### src/rtl/irq_agg_pkg.sv
package irq_agg_pkg;
  localparam int unsigned REG_W = 8;

  // bit layout of a link status register
  localparam int unsigned B_GRP_OVF   = 7;
  localparam int unsigned B_TX_DONE   = 6;
  localparam int unsigned B_CELL_CHG  = 5;
  localparam int unsigned B_CELL_VIOL = 4;
  localparam int unsigned B_DLY_OOS   = 3;
  localparam int unsigned B_FRM_LOSS  = 2;
  localparam int unsigned B_CELL_DEL  = 1;
  localparam int unsigned B_CNT_OVF   = 0;

  localparam logic [REG_W-1:0] STICKY_MASK_L0 = 8'h7E;
  localparam logic [REG_W-1:0] STICKY_MASK_LN = 8'h3E;

  // order matches bits 5 down to 1
  typedef struct packed {
    logic cell_chg;
    logic cell_viol;
    logic dly_oos;
    logic frm_loss;
    logic cell_del;
  } link_evt_t;
endpackage

### src/rtl/link_stat_reg.sv
module link_stat_reg
  import irq_agg_pkg::*;
#(
  parameter bit HAS_GRP = 1'b0
) (
  input  logic             clk_i,
  input  logic             rst_ni,
  input  link_evt_t        evt_i,
  input  logic             cnt_ovf_i,
  input  logic             grp_ovf_i,
  input  logic             tx_done_i,
  input  logic             wr_i,
  input  logic [REG_W-1:0] wdata_i,
  output logic [REG_W-1:0] stat_o
);
  localparam logic [REG_W-1:0] MASK = HAS_GRP ? STICKY_MASK_L0 : STICKY_MASK_LN;

  logic [REG_W-1:0] sticky_q, sticky_d, set_vec, keep_vec, live_vec;

  generate
    if (HAS_GRP) begin : g_grp
      always_comb begin
        set_vec  = {1'b0, tx_done_i, evt_i, 1'b0};
        live_vec = {grp_ovf_i, 6'b0, cnt_ovf_i};
      end
    end else begin : g_plain
      logic unused_grp;
      assign unused_grp = grp_ovf_i ^ tx_done_i;
      always_comb begin
        set_vec  = {2'b00, evt_i, 1'b0};
        live_vec = {7'b0, cnt_ovf_i};
      end
    end
  endgenerate

  assign keep_vec = wr_i ? wdata_i : '1;
  // clear first, then set: a same-cycle event survives the write
  assign sticky_d = ((sticky_q & keep_vec) | set_vec) & MASK;

  always_ff @(posedge clk_i or negedge rst_ni) begin
    if (!rst_ni) sticky_q <= '0;
    else         sticky_q <= sticky_d;
  end

  assign stat_o = sticky_q | live_vec;
endmodule

### src/rtl/irq_master.sv
module irq_master
  import irq_agg_pkg::*;
#(
  parameter int unsigned NUM_LINKS = 8
) (
  input  logic                       clk_i,
  input  logic                       rst_ni,
  input  logic                       en_wr_i,
  input  logic [REG_W-1:0]           wdata_i,
  input  logic [NUM_LINKS*REG_W-1:0] stat_flat_i,
  output logic [NUM_LINKS-1:0]       mstat_o,
  output logic [NUM_LINKS-1:0]       en_o,
  output logic                       irq_no
);
  logic [NUM_LINKS-1:0] en_q;

  for (genvar i = 0; i < NUM_LINKS; i++) begin : g_req
    assign mstat_o[i] = |stat_flat_i[i*REG_W +: REG_W];
  end

  always_ff @(posedge clk_i or negedge rst_ni) begin
    if (!rst_ni)      en_q <= '0;
    else if (en_wr_i) en_q <= wdata_i[NUM_LINKS-1:0];
  end

  assign en_o   = en_q;
  assign irq_no = ~|(mstat_o & en_q);
endmodule

### src/rtl/link_irq_aggr.sv
module link_irq_aggr
  import irq_agg_pkg::*;
#(
  parameter int unsigned NUM_LINKS = 8,
  localparam int unsigned AW = $clog2(NUM_LINKS + 2)
) (
  input  logic                 clk_i,
  input  logic                 rst_ni,
  input  logic [AW-1:0]        addr_i,
  input  logic [REG_W-1:0]     wdata_i,
  input  logic                 we_i,
  output logic [REG_W-1:0]     rdata_o,
  input  logic [NUM_LINKS-1:0] cell_chg_i,
  input  logic [NUM_LINKS-1:0] cell_viol_i,
  input  logic [NUM_LINKS-1:0] dly_oos_i,
  input  logic [NUM_LINKS-1:0] frm_loss_i,
  input  logic [NUM_LINKS-1:0] cell_del_i,
  input  logic [NUM_LINKS-1:0] cnt_ovf_i,
  input  logic                 grp_ovf_i,
  input  logic                 tx_done_i,
  output logic                 irq_no
);
  localparam logic [AW-1:0] ADDR_MSTAT = AW'(NUM_LINKS);
  localparam logic [AW-1:0] ADDR_MEN   = AW'(NUM_LINKS + 1);

  logic [NUM_LINKS*REG_W-1:0] stat_flat;
  logic [NUM_LINKS-1:0]       mstat, en_q;

  for (genvar i = 0; i < NUM_LINKS; i++) begin : g_link
    link_evt_t evt;
    assign evt = '{cell_chg:  cell_chg_i[i],
                   cell_viol: cell_viol_i[i],
                   dly_oos:   dly_oos_i[i],
                   frm_loss:  frm_loss_i[i],
                   cell_del:  cell_del_i[i]};

    link_stat_reg #(.HAS_GRP(i == 0)) u_stat (
      .clk_i     (clk_i),
      .rst_ni    (rst_ni),
      .evt_i     (evt),
      .cnt_ovf_i (cnt_ovf_i[i]),
      .grp_ovf_i (grp_ovf_i),
      .tx_done_i (tx_done_i),
      .wr_i      (we_i && (addr_i == AW'(i))),
      .wdata_i   (wdata_i),
      .stat_o    (stat_flat[i*REG_W +: REG_W])
    );
  end

  irq_master #(.NUM_LINKS(NUM_LINKS)) u_master (
    .clk_i       (clk_i),
    .rst_ni      (rst_ni),
    .en_wr_i     (we_i && (addr_i == ADDR_MEN)),
    .wdata_i     (wdata_i),
    .stat_flat_i (stat_flat),
    .mstat_o     (mstat),
    .en_o        (en_q),
    .irq_no      (irq_no)
  );

  always_comb begin
    rdata_o = '0;
    for (int i = 0; i < NUM_LINKS; i++) begin
      if (addr_i == AW'(i)) rdata_o = stat_flat[i*REG_W +: REG_W];
    end
    if (addr_i == ADDR_MSTAT) rdata_o = REG_W'(mstat);
    if (addr_i == ADDR_MEN)   rdata_o = REG_W'(en_q);
  end
endmodule

### config.mk
export PLATFORM = sky130hd
export DESIGN_NAME = link_irq_aggr
export DESIGN_NICKNAME = d
export VERILOG_FILES = /design/src/rtl/irq_agg_pkg.sv /design/src/rtl/link_stat_reg.sv /design/src/rtl/irq_master.sv /design/src/rtl/link_irq_aggr.sv
export SDC_FILE = /design/constraint.sdc
export NUM_CORES = 1
export LEC_CHECK = 0
export BUFFER_PORTS_ARGS = -buffer_cell sky130_fd_sc_hd__buf_2
export CORE_MARGIN = 2
export CORE_UTILIZATION = 30
export DETAILED_ROUTE_END_ITERATION = 8
export PLACE_DENSITY = 0.58
export SKIP_CTS_REPAIR_TIMING = 1
export SYNTH_ARGS = -nofsm -noshare
export SYNTH_HDL_FRONTEND = slang
export SYNTH_SLANG_ARGS = --single-unit
### constraint.sdc
create_clock -name clk_i -period 5.08 [get_ports clk_i]
set_clock_uncertainty 0.2 [all_clocks]
set_input_delay 0.508 -clock clk_i [delete_from_list [all_inputs] [get_ports clk_i]]
set_output_delay 0.508 -clock clk_i [all_outputs]
set_load 0.1 [all_outputs]
==> flow_summary.ini <==
[yosys]
synth_simple_gate_area_share_pct = 20.2
yosysUniqueCellTypes = 39
synth_top_area_share_pct = 45.5
synth_mux_area_share_pct = 11.5
synthCells = 268
yosysSeqAreaShare_pct = 45.5
ys_seq_elements = 49
ys.warnings.count = 0
netlist_area_sq_um = 2700
synth_compound_area_share_pct = 20.7
syn_area_per_cell_sq_um = 10.1
synth_top_family_by_area = compound AO/OA/AOI/OAI gates
synth_edf_count = 0
syn_nets = 333
async_reset_ff_share_pct = 100
yosys.area_share.adder_pct = 0
synth_top_flop_cell = dfrtp_1
yosysTopAreaCell = dfrtp_1
synth_area_leaders = dfrtp_1 45%, nand2b_1 10%, o21ai_0 7.6%, mux2_2 5.4%, mux2i_1 5.2%
synth-xor-area-share_pct = 0

[grt]
grt_max_degree = 50
grt_overflow = 0
grt_pass1_wl_um = 13600
use_met2_pct = 27.7
antenna_found_initial = 0
grtUsageMet3_pct = 3.55
top_usage_layer = met2
track_usage_pct = 17.9
gr-usage-met1_pct = 26.6
first_global_vias = 2448

[clock_tree]
cts.path.max_buffers = 2
clk_pin_slew_ns = 0.10
cts_buffers = 5
cts_sinks = 49
cts_tree = built
htreeDepth = 2
clk_latency_ns = 0.31
clock-root-buffer = clkbuf_8

[critical_path]
cp_top_family = simple AND/OR/NAND/NOR gates
crit_slowest_cell = or4_4
critical_path_class = flop to output pin
r2r_start = u_master.en_o[6]
cpPeakStageDelay_ns = 0.55
reg2reg_to = u_master.en_o[6]
cp_data_arrival_time_ns = 2.54
crit_chain = or4_4 -> o31a_1 -> a2111oi_1 -> and3_1 -> buf_2
crit_fanout = 3
endpoint_kind = output pin
r2r_cells = 1
critical_path_buf_inv_count = 1
rrSetupSlack_ns = 4.09
worstPathRequired_ns = 4.37
critPathLaunchType = flop

[status]
outcome = complete, no violations

[layout]
nFillCells = 908
n_antenna_cell = 0
final_area_sq_um = 3240
syn2layout_area_growth_pct = 20.3
final_common_cell = buf_2
final_core_util_pct = 37.2
layout_common_cells = 73 x buf_2, 49 x dfrtp_1, 44 x nand2b_1, 41 x o21ai_0, 14 x mux2i_1
fin_nets = 401
register_area_sq_um = 1230
multi_input_area_sq_um = 1410
drive_gt1_share_pct = 29.4

[timing]
hold_violations = 0
worst_slew_pin_slew_ns = 1.12
final.setup.tns_ns = 0
setup_violations = 0
layout_min_cycle_time_ns = 3.25
drv_slew = 0
rsz0062_at_grt = no
max_freq_mhz = 308
relSlewSlack_pct = 25.2
fin_crit_sh_pct = 64.0

[floorplan]
core-area_sq_um = 8720
die_area_sq_um = 9760
start_util_pct = 30.9
row_count = 34
die_w_um = 98.8
die_h_um = 98.8
io_pins = 74

[power_and_ir_drop]
p_per_area_nw_per_um2 = 269
leakage_nw = 1.22
ir_drop_mv = 0.123

[detailed_routing]
drt-total-wl_um = 8430
wire_per_inst_um = 18.9
drt_iter0_markers = 187
antenna_left = 0
vias = 2351
drc_errors = 0
via_per_inst = 5.28
drt_first_pass_iters = 4

[placement]
portBuffers = 73
dp.final_hpwl_um = 6280
dpl_cell_area_sq_um = 3140
gp_congestion = 0.916

[min_path]
whs_path_depth = 2
hold_path_end = g_link[3].u_stat.sticky_q[2]
hold_start = frm_loss_i[3]
worstHoldPathType = input pin to flop

[flow_run]
max_cap_violations = 0
## layer usage
metal  up-vias  share of wire [%]
met5         -                  0
met4         0               0.59
met3         6                6.1
met2        81                 45
met1      1125                 48
li1       1139                  -
## cell families after synthesis
kind of cell,after synthesis
muxes,28
buffers and inverters,13
DFF,49
and+or+nand+nor,89
AOI/OAI and AO/OA,89
## worst max-delay path by stage
stage                                      start          to  slack (ns)  cells after the start
floorplan                              addr_i[0]  rdata_o[7]        1.02                      7
global placement                       addr_i[1]  rdata_o[1]        1.98                      5
detailed placement                     addr_i[0]  rdata_o[5]        1.94                      6
CTS                 g_link[6].u_stat.sticky_q[5]      irq_no        1.86                      5
global route        g_link[6].u_stat.sticky_q[5]      irq_no        1.73                      5
finish              g_link[6].u_stat.sticky_q[5]      irq_no        1.83                      5
## through the flow
stage,power (mW),instances,hold slack [ns],setup slack (ns)
final,0.873,445,0.177,1.83
after global routing,0.911,445,0.167,1.73
after CTS,0.878,445,0.175,1.86
after detailed placement,0.626,437,0.325,1.94
after global placement,0.623,437,0.318,1.98
after floorplan,0.559,268,0.0124,1.02
## Yosys cell counts, drive strengths merged (3+ instances only)
| library cell | count |
|---|---|
| clkbuf | 3 |
| a22oi | 6 |
| o221ai | 5 |
| o21a | 5 |
| a211o | 5 |
| mux2i | 14 |
| o211ai | 8 |
| nand3 | 3 |
| nand2b | 44 |
| nor4 | 7 |
| nand2 | 7 |
| mux2 | 13 |
| o22ai | 5 |
| buf | 9 |
| a21oi | 7 |
| o21ai | 41 |
| nor2 | 8 |
| or4 | 4 |
| dfrtp | 49 |
| nand4 | 3 |
## layout make-up
class | count | share of cell area [%]
multi-input combinational | 206 | 43.6
sequential | 49 | 37.8
timing repair buffer | 73 | 11.3
tap | 108 | 4.17
clock buffer | 6 | 2.55
clock inverter | 2 | 0.540
inverter | 1 | 0.116
## state kept, by name, indices dropped and copies added (netlist names)
register,cells
g_link.u_stat.sticky_q,41
u_master.en_o,8
## where the power goes
group          switching, mW  leakage [nW]  internal, mW  total, mW
sequential            0.0162         0.461         0.409      0.425
combinational          0.124         0.703        0.0689      0.193
clock                  0.141        0.0518         0.113      0.255
(Power assumes the default switching activity.)
